**src/rtl/raid5_rmw_pkg.sv**
```systemverilog
package raid5_rmw_pkg;
  typedef enum logic [2:0] {
    ST_IDLE    = 3'd0,
    ST_RD_DATA = 3'd1,
    ST_RD_PAR  = 3'd2,
    ST_WR_DATA = 3'd3,
    ST_WR_PAR  = 3'd4
  } step_e;
endpackage

```
**src/rtl/raid5_addr_map.sv**
```systemverilog
module raid5_addr_map #(
  parameter int NUM_DISKS = 5,
  parameter int LBA_W     = 16,
  localparam int DISK_W   = $clog2(NUM_DISKS)
) (
  input  logic [LBA_W-1:0]  lba_i,
  output logic [LBA_W-1:0]  stripe_o,
  output logic [DISK_W-1:0] data_col_o,
  output logic [DISK_W-1:0] par_col_o
);
  localparam int DATA_UNITS = NUM_DISKS - 1;
  localparam logic [LBA_W-1:0] DU_L   = LBA_W'(DATA_UNITS);
  localparam logic [LBA_W-1:0] ND_L   = LBA_W'(NUM_DISKS);
  localparam logic [DISK_W-1:0] LAST  = DISK_W'(NUM_DISKS - 1);

  logic [LBA_W-1:0]  idx_w, rot_w;
  logic [DISK_W-1:0] idx_c;

  always_comb begin
    stripe_o   = lba_i / DU_L;
    idx_w      = lba_i % DU_L;
    rot_w      = stripe_o % ND_L;
    idx_c      = idx_w[DISK_W-1:0];
    // parity walks left one column per stripe
    par_col_o  = LAST - rot_w[DISK_W-1:0];
    // data units skip over the parity column
    data_col_o = (idx_c >= par_col_o) ? idx_c + DISK_W'(1) : idx_c;
  end
endmodule

```
**src/rtl/raid5_parity_acc.sv**
```systemverilog
module raid5_parity_acc #(
  parameter int DATA_W = 32
) (
  input  logic              clk_i,
  input  logic              rst_ni,
  input  logic              cap_data_i,
  input  logic              cap_par_i,
  input  logic [DATA_W-1:0] rdata_i,
  input  logic [DATA_W-1:0] new_data_i,
  output logic [DATA_W-1:0] parity_o
);
  logic [DATA_W-1:0] old_data_q, old_par_q;

  always_ff @(posedge clk_i or negedge rst_ni) begin
    if (!rst_ni) begin
      old_data_q <= '0;
      old_par_q  <= '0;
    end else begin
      if (cap_data_i) old_data_q <= rdata_i;
      if (cap_par_i)  old_par_q  <= rdata_i;
    end
  end

  assign parity_o = old_data_q ^ new_data_i ^ old_par_q;

  a_r8_single_capture: assert property (@(posedge clk_i) disable iff (!rst_ni)
    !(cap_data_i && cap_par_i));
endmodule

```
**src/rtl/raid5_step_ctrl.sv**
```systemverilog
module raid5_step_ctrl
  import raid5_rmw_pkg::*;
(
  input  logic  clk_i,
  input  logic  rst_ni,
  input  logic  req_valid_i,
  input  logic  cmd_done_i,
  output step_e step_o,
  output logic  accept_o,
  output logic  cap_data_o,
  output logic  cap_par_o,
  output logic  wr_done_o
);
  step_e step_q, step_d;
  logic  done_q;

  always_comb begin
    step_d = step_q;
    unique case (step_q)
      ST_IDLE:    if (req_valid_i) step_d = ST_RD_DATA;
      ST_RD_DATA: if (cmd_done_i)  step_d = ST_RD_PAR;
      ST_RD_PAR:  if (cmd_done_i)  step_d = ST_WR_DATA;
      ST_WR_DATA: if (cmd_done_i)  step_d = ST_WR_PAR;
      ST_WR_PAR:  if (cmd_done_i)  step_d = ST_IDLE;
      default:                     step_d = ST_IDLE;
    endcase
  end

  always_ff @(posedge clk_i or negedge rst_ni) begin
    if (!rst_ni) begin
      step_q <= ST_IDLE;
      done_q <= 1'b0;
    end else begin
      step_q <= step_d;
      done_q <= (step_q == ST_WR_PAR) && cmd_done_i;
    end
  end

  assign step_o     = step_q;
  assign accept_o   = (step_q == ST_IDLE) && req_valid_i;
  assign cap_data_o = (step_q == ST_RD_DATA) && cmd_done_i;
  assign cap_par_o  = (step_q == ST_RD_PAR) && cmd_done_i;
  assign wr_done_o  = done_q;

  a_r9_done_single: assert property (@(posedge clk_i) disable iff (!rst_ni)
    wr_done_o |=> !wr_done_o);
  a_r9_done_after_par: assert property (@(posedge clk_i) disable iff (!rst_ni)
    wr_done_o |-> $past(step_q) == ST_WR_PAR && step_q == ST_IDLE);
endmodule

```
**src/rtl/raid5_rmw_seq.sv**
```systemverilog
module raid5_rmw_seq
  import raid5_rmw_pkg::*;
#(
  parameter int NUM_DISKS = 5,
  parameter int LBA_W     = 16,
  parameter int DATA_W    = 32,
  localparam int DISK_W   = $clog2(NUM_DISKS)
) (
  input  logic              clk_i,
  input  logic              rst_ni,
  input  logic              req_valid_i,
  input  logic [LBA_W-1:0]  req_lba_i,
  input  logic [DATA_W-1:0] req_data_i,
  output logic              req_ready_o,
  output logic              cmd_valid_o,
  output logic [DISK_W-1:0] cmd_disk_o,
  output logic [LBA_W-1:0]  cmd_stripe_o,
  output logic              cmd_write_o,
  output logic [DATA_W-1:0] cmd_wdata_o,
  input  logic              cmd_done_i,
  input  logic [DATA_W-1:0] cmd_rdata_i,
  output logic              wr_done_o
);
  step_e             step;
  logic              accept, cap_data, cap_par;
  logic [LBA_W-1:0]  map_stripe;
  logic [DISK_W-1:0] map_dcol, map_pcol;
  logic [LBA_W-1:0]  stripe_q;
  logic [DISK_W-1:0] dcol_q, pcol_q;
  logic [DATA_W-1:0] new_q, parity;

  raid5_addr_map #(.NUM_DISKS(NUM_DISKS), .LBA_W(LBA_W)) u_map (
    .lba_i      (req_lba_i),
    .stripe_o   (map_stripe),
    .data_col_o (map_dcol),
    .par_col_o  (map_pcol)
  );

  raid5_step_ctrl u_ctrl (
    .clk_i       (clk_i),
    .rst_ni      (rst_ni),
    .req_valid_i (req_valid_i),
    .cmd_done_i  (cmd_done_i),
    .step_o      (step),
    .accept_o    (accept),
    .cap_data_o  (cap_data),
    .cap_par_o   (cap_par),
    .wr_done_o   (wr_done_o)
  );

  raid5_parity_acc #(.DATA_W(DATA_W)) u_par (
    .clk_i      (clk_i),
    .rst_ni     (rst_ni),
    .cap_data_i (cap_data),
    .cap_par_i  (cap_par),
    .rdata_i    (cmd_rdata_i),
    .new_data_i (new_q),
    .parity_o   (parity)
  );

  always_ff @(posedge clk_i or negedge rst_ni) begin
    if (!rst_ni) begin
      stripe_q <= '0;
      dcol_q   <= '0;
      pcol_q   <= '0;
      new_q    <= '0;
    end else if (accept) begin
      stripe_q <= map_stripe;
      dcol_q   <= map_dcol;
      pcol_q   <= map_pcol;
      new_q    <= req_data_i;
    end
  end

  always_comb begin
    req_ready_o  = (step == ST_IDLE);
    cmd_valid_o  = (step != ST_IDLE);
    cmd_stripe_o = stripe_q;
    cmd_disk_o   = dcol_q;
    cmd_write_o  = 1'b0;
    cmd_wdata_o  = '0;
    unique case (step)
      ST_RD_PAR:  cmd_disk_o = pcol_q;
      ST_WR_DATA: begin cmd_write_o = 1'b1; cmd_wdata_o = new_q; end
      ST_WR_PAR:  begin cmd_disk_o = pcol_q; cmd_write_o = 1'b1; cmd_wdata_o = parity; end
      default: ;
    endcase
  end

  a_r6_cmd_stable: assert property (@(posedge clk_i) disable iff (!rst_ni)
    cmd_valid_o && !cmd_done_i |=> cmd_valid_o && $stable(cmd_disk_o) &&
      $stable(cmd_stripe_o) && $stable(cmd_write_o) && $stable(cmd_wdata_o));
  a_r5_first_is_read: assert property (@(posedge clk_i) disable iff (!rst_ni)
    $rose(cmd_valid_o) |-> !cmd_write_o);
  a_r5_write_after_done: assert property (@(posedge clk_i) disable iff (!rst_ni)
    cmd_valid_o && $rose(cmd_write_o) |-> $past(cmd_done_i));
  a_r4_cols_distinct: assert property (@(posedge clk_i) disable iff (!rst_ni)
    cmd_valid_o |-> dcol_q != pcol_q && int'(dcol_q) < NUM_DISKS && int'(pcol_q) < NUM_DISKS);
  a_r2_busy_no_accept: assert property (@(posedge clk_i) disable iff (!rst_ni)
    cmd_valid_o && !cmd_done_i |=> $stable(stripe_q) && $stable(new_q));
endmodule

```
**config.mk**
```make
export PLATFORM = sky130hd
export DESIGN_NAME = raid5_rmw_seq
export DESIGN_NICKNAME = d
export VERILOG_FILES = /design/src/rtl/raid5_rmw_pkg.sv /design/src/rtl/raid5_addr_map.sv /design/src/rtl/raid5_parity_acc.sv /design/src/rtl/raid5_step_ctrl.sv /design/src/rtl/raid5_rmw_seq.sv
export SDC_FILE = /design/constraint.sdc
export NUM_CORES = 1
export LEC_CHECK = 0
export CAP_MARGIN = 20
export CORE_MARGIN = 2
export CORE_UTILIZATION = 48
export DETAILED_ROUTE_END_ITERATION = 8
export GPL_TIMING_DRIVEN = 0
export PLACE_DENSITY_LB_ADDON = 0.1
export REMOVE_ABC_BUFFERS = 1
export SETUP_SLACK_MARGIN = 0.15
export SYNTH_ARGS = -nofsm -noshare
export SYNTH_HDL_FRONTEND = slang
export SYNTH_SLANG_ARGS = --single-unit
```
**constraint.sdc**
```tcl
create_clock -name clk_i -period 2 [get_ports clk_i]
set_input_delay 0.6 -clock clk_i [delete_from_list [all_inputs] [get_ports clk_i]]
set_output_delay 0.6 -clock clk_i [all_outputs]
set_load 0.01 [all_outputs]
```
# Yosys cells after proc, flatten, opt, wreduce, memory -nomap -nowiden
# Cells that the tools add are included.
[op_classes]
n_addsub = 2
div_mod_pow = 1
order_cmp = 1
eq_ne = 9
mux = 10
bitwise = 2
n_reduce_logical = 9
[op_table]
columns = ["operator", "n"]
rows = [
  ["$pmux 32 s2", 1],
  ["$xor 32x32->32", 2],
  ["$mux 3", 7],
  ["$mod 14x3->16 const B", 1],
  ["$pmux 3 s5", 1],
  ["$ne 2x2->1 const B", 5],
  ["$eq 3x2->1 const B", 2],
  ["$reduce_and 5->1", 1],
  ["$logic_and 1x1->1", 4],
  ["$reduce_or 2->1", 2],
  ["$add 2x1->3 const B", 1],
  ["$eq 3x1->1 const B", 1],
  ["$eq 3x3->1 const B", 1],
  ["$ge 2x3->1", 1],
  ["$logic_not 3->1", 1],
  ["$reduce_bool 3->1", 1],
  ["$sub 3x3->3 const A", 1],
  ["$mux 1", 1],
]
[word_totals]
regBits = 120

# Logic depth before layout (Yosys ltp)
[logic_depth]
depth_word = 4
mapped_depth = 33
ltp_nobuf = 30

# Modules after synthesis
# Synthesis repeated with hierarchy kept, for this count alone.
[unflattened]
cells_unflattened = 613
hier_area_um2 = 8029.0
[by_module_without_submodules]
columns = ["module", "instances", "cells_each", "area_per_inst_um2"]
rows = [
  ["raid5_parity_acc", 1, 168, 3450.8],
  ["raid5_rmw_seq", 1, 163, 2467.4],
  ["raid5_addr_map", 1, 264, 1886.8],
  ["raid5_step_ctrl", 1, 18, 224.0],
]

# Least setup slack after synthesis
# Ideal clock, no wire load.
[synth_path]
path_type = "input-to-reg"
from = "input port req_lba_i[11]"
to = "register dcol_q[2]"
arrival_time_ns = 6.419
t_required_ns = 1.879
path_slack_ns = -4.540
stages = 31
path_cell_list = "or4_4 o22ai_2 a211o_1 nand2_1 o22a_1 and3_1 buf_6 or4_1 o311ai_2 nor2_2 a31oi_1 o2111ai_1 inv_1 ha_1 inv_1 maj3_1 o211ai_1 a21oi_2 nand2_1 o21bai_1 inv_1 ha_1 inv_1 o2111a_1 nor3_1 mux2i_1 xnor2_1 ha_1 a21o_1 and3_1 a22o_1"
[synth_between]
elab_chain_len = 4
[synth_lines]
columns = ["element", "line", "text"]
rows = [
  ["start: declaration", "raid5_rmw_seq.sv:12", "input logic [LBA_W-1:0] req_lba_i,"],
  ["$mod 14x3->16", "raid5_addr_map.sv:22", "rot_w = stripe_o % ND_L;"],
  ["$sub 3x3->3", "raid5_addr_map.sv:25", "par_col_o = LAST - rot_w[DISK_W-1:0];"],
  ["$ge 2x3->1", "raid5_addr_map.sv:27", "data_col_o = (idx_c >= par_col_o) ? idx_c + DISK_W'(1) : idx_c;"],
  ["$mux 3", "raid5_addr_map.sv:27", ""],
  ["end signal: assignment", "raid5_rmw_seq.sv:69", "dcol_q <= map_dcol;"],
  ["end: declaration", "raid5_rmw_seq.sv:29", "logic [DISK_W-1:0] dcol_q, pcol_q;"],
]
# Every way passes these cells.
# A chain may end at the register's enable or synchronous reset.

# Worst setup path after layout
[layout_path]
from = "input port req_lba_i[11]"
to = "register dcol_q[0]"
# The elaborated chain is that of the path after synthesis.

==> impl_metrics.ini <==
[pwr]
p_leak_uw = 0.005566
p_per_area_nw_per_um2 = 1565
seq_power_share = 0.246
clkPwrFrac = 0.181
p_comb_frac = 0.573
ir_worst_vdd_uv = 857.9
power_switching_uw = 7756
switching_share = 0.4016
p_int_uw = 11560
power_uw = 19310

[synth]
synth_enable_flop_cells = 0
synthCells = 781
synthDistinctLibCells = 84
synth_top_cell_area_share = 0.4191
synth-seq-cells = 120
synthArstFlopShare = 1.000
synth_area_leaders = dfrtp_1 42%, mux2_2 11%, nand2_1 9.3%, o21ai_0 5.4%, xor2_1 4.4%
syn_area_um2 = 7166
ys.flop_type = dfrtp_1
seq_area_frac_synth = 0.4191
ys_warn_count = 0
syn_avg_cell_area_um2 = 9.175
yosys.area.top_type = dfrtp_1

[setup_path]
worstPathMaxFanout = 7
arrival_ns = 7.18
cp-start-kind = primary input
cpPeakStageDelay_ns = 0.58
worstSetupEndpointType = register
crit_required_ns = 2.31
crit_type = in2reg
crit_top_cell = inv_2
cpMaxStageDelayCell = or4_4

[floorplanning]
start_util = 0.4930
die_w_um = 126.2
core_area_um2 = 14530
io_pins = 139
die_height_um = 126.2
num_rows = 44
die_area_um2 = 15920

[run]
cap_violations = 0

[outcome]
outcome = finished, violations left
failed_checks = setup timing

[detailed_routing]
wl_per_cell_um = 25.65
drt_wl_total_um = 32380
dr.first_iter.drc_count = 882
via_per_inst = 6.590
firstDrtPassIters = 5
ant_nets = 0
drc = 0
vias = 8316

[layout]
n_antenna_cell = 0
stdcell_area_um2 = 12340
mostFrequentLayoutCells = 125 x nand2_1, 117 x dfrtp_1, 86 x buf_4
final_common_cell = nand2_1
drive_above_1_share = 0.4796
areaGrowthSynthToFinish_pct = 72.25
num-fill-cells = 681
final_net_count = 1157
final_core_util = 0.8493

[clock_tree]
clk_path_buf_depth = 2
clk_latency_ns = 0.44
clk_pin_slew_ns = 0.07
cts_buffers = 17
cts_htree_levels = 4
cts.sinks = 120
cts-hold-fix-buffers = 0
root_buffer = clkbuf_16
cts_tree = built

[sta]
clock_skew_ns = 0.01523
slew_headroom = 0.2839
fin_tns_setup_ns = -77.35
fin_hold_ws_ns = 0.1421
rsz0062_at_grt = true
tightest_slew_ns = 1.072
maxSlewViolCount = 0
setup_viol = 122
max_freq_mhz = 145.5
hold_viol_final = 0
fin_ws_ns = -4.871
finalCritPeriodShare = 3.436
period_needed_ns = 6.871

[global_route]
grt_pass1_vias = 7600
grt_pass1_wl_um = 41510
antenna_found_initial = 0
grt_usage = 0.3319
overflow = 0
grt_max_degree = 68

[hold_path]
hp-class = in2async

[placement]
hpwl_um = 12590
routabilityCongestion = 0.8497
placed_area_um2 = 8686
port_buffers = 136
-- per-layer routing --
layer | global-route usage | part of all wire | vias up
li1 | - | - | 3366
met1 | 0.4183 | 0.36 | 4078
met2 | 0.5503 | 0.48 | 655
met3 | 0.05692 | 0.096 | 217
met4 | 0.1707 | 0.070 | 0
met5 | 0 | 0 | -
-- sequential cells by signal, indices dropped and copies added (netlist names) --
signal	count
dcol_q	3
u_ctrl.wr_done_o	1
pcol_q	3
cmd_stripe_o	14
u_par.old_data_q	32
u_ctrl.step_o	3
u_par.old_par_q	32
new_q	32
-- cells in the mapped netlist, types with 3 or more instances --
master,number
inv_1,19
and3b_1,4
mux2_2,67
nor2_1,20
a21o_1,3
o31a_1,3
a211oi_1,5
buf_4,5
ha_1,7
a31oi_1,5
nor4_1,8
xnor2_1,8
o2111a_1,5
and2_1,4
a221oi_2,3
o2111ai_1,4
a22oi_1,3
o221ai_1,3
nand2b_1,3
and3_1,3
or2_1,3
xor2_1,36
o211ai_1,5
clkbuf_1,38
o31ai_1,3
nand2_1,178
a21oi_1,8
nand3_1,42
o21a_1,3
dfrtp_1,120
buf_6,6
mux2i_1,3
o21ai_1,4
o22ai_1,3
nor3_1,13
a211o_1,3
o21ai_0,77
-- logic make-up (layout without fill, tap and decap cells) --
logic type / count (synthesis) / count (layout) / share of synthesized area
AND/OR/NAND/NOR: 294 / 303 / 0.1868
other: 1 / 2 / 0.0005233
XOR/XNOR: 45 / 45 / 0.05605
AO/OA/AOI/OAI: 170 / 171 / 0.1659
buffers and inverters: 72 / 358 / 0.04697
flip-flops: 120 / 120 / 0.4191
adder cells (fa/ha/maj): 9 / 9 / 0.01519
multiplexers: 70 / 70 / 0.1095
-- critical path, delay by kind of cell --
family                   cells  cell delay [ns]
buffers and inverters        8             0.92
AND/OR/NAND/NOR              8             1.80
adder cells (fa/ha/maj)      4             0.87
AO/OA/AOI/OAI               13             2.86
XOR/XNOR                     1             0.12
-- cell type report --
type	instances	area [µm²]	area share
clock buffer	19	452.9	0.03670
timing repair buffer	307	3197	0.2590
tap	184	230.2	0.01865
inverter	20	77.57	0.006285
multi-input combinational	600	5177	0.4195
clock inverter	12	198.9	0.01612
sequential	120	3009	0.2438
-- power groups by stage --
stage | Combinational, µW | Sequential [µW] | Clock [µW]
global route | 11500 | 4800 | 3590
global placement | 5430 | 4430 | 0
detailed placement | 5690 | 4550 | 0
floorplan | 3530 | 4370 | 0
finish | 11100 | 4750 | 3500
CTS | 8580 | 4440 | 3440
-- stage by stage --
step | cells | setup WS, ns
2_1_floorplan | 730 | -4.653
5_1_grt | 1262 | -5.100
4_1_cts | 1210 | -4.354
3_3_place_gp | 1050 | -6.268
6_report | 1262 | -4.871
3_5_place_dp | 1061 | -6.467
-- repair_timing --
item                                    in CTS  in global routing
endpoints found under the setup margin     171                137
pin swaps                                   61                 92
gates cloned                                15                  6
hold endpoints to repair                     0                  0
resized for setup                          482                182
setup buffers                              103                 46
-- final timing paths --
| path | from | end | slack (ns) | cells after the start |
|---|---|---|---|---|
| min in group clk_i | req_lba_i[12] | cmd_stripe_o[10]$_DFFE_PN0P_ | 0.46 | 3 |
| setup reg to reg | u_ctrl.step_o[0]$_DFFE_PN0P_ | dcol_q[2]$_DFFE_PN0P_ | -0.49 | 14 |
| setup / recovery | req_lba_i[11] | dcol_q[0]$_DFFE_PN0P_ | -4.87 | 34 |
| hold / removal | rst_ni | new_q[16]$_DFFE_PN0P_ | 0.14 | 1 |
| max in group asynchronous | rst_ni | cmd_stripe_o[9]$_DFFE_PN0P_ | 1.12 | 2 |
| hold reg to reg | cmd_stripe_o[12]$_DFFE_PN0P_ | cmd_stripe_o[12]$_DFFE_PN0P_ | 0.49 | 2 |
Power figures use the tool's default switching activity.
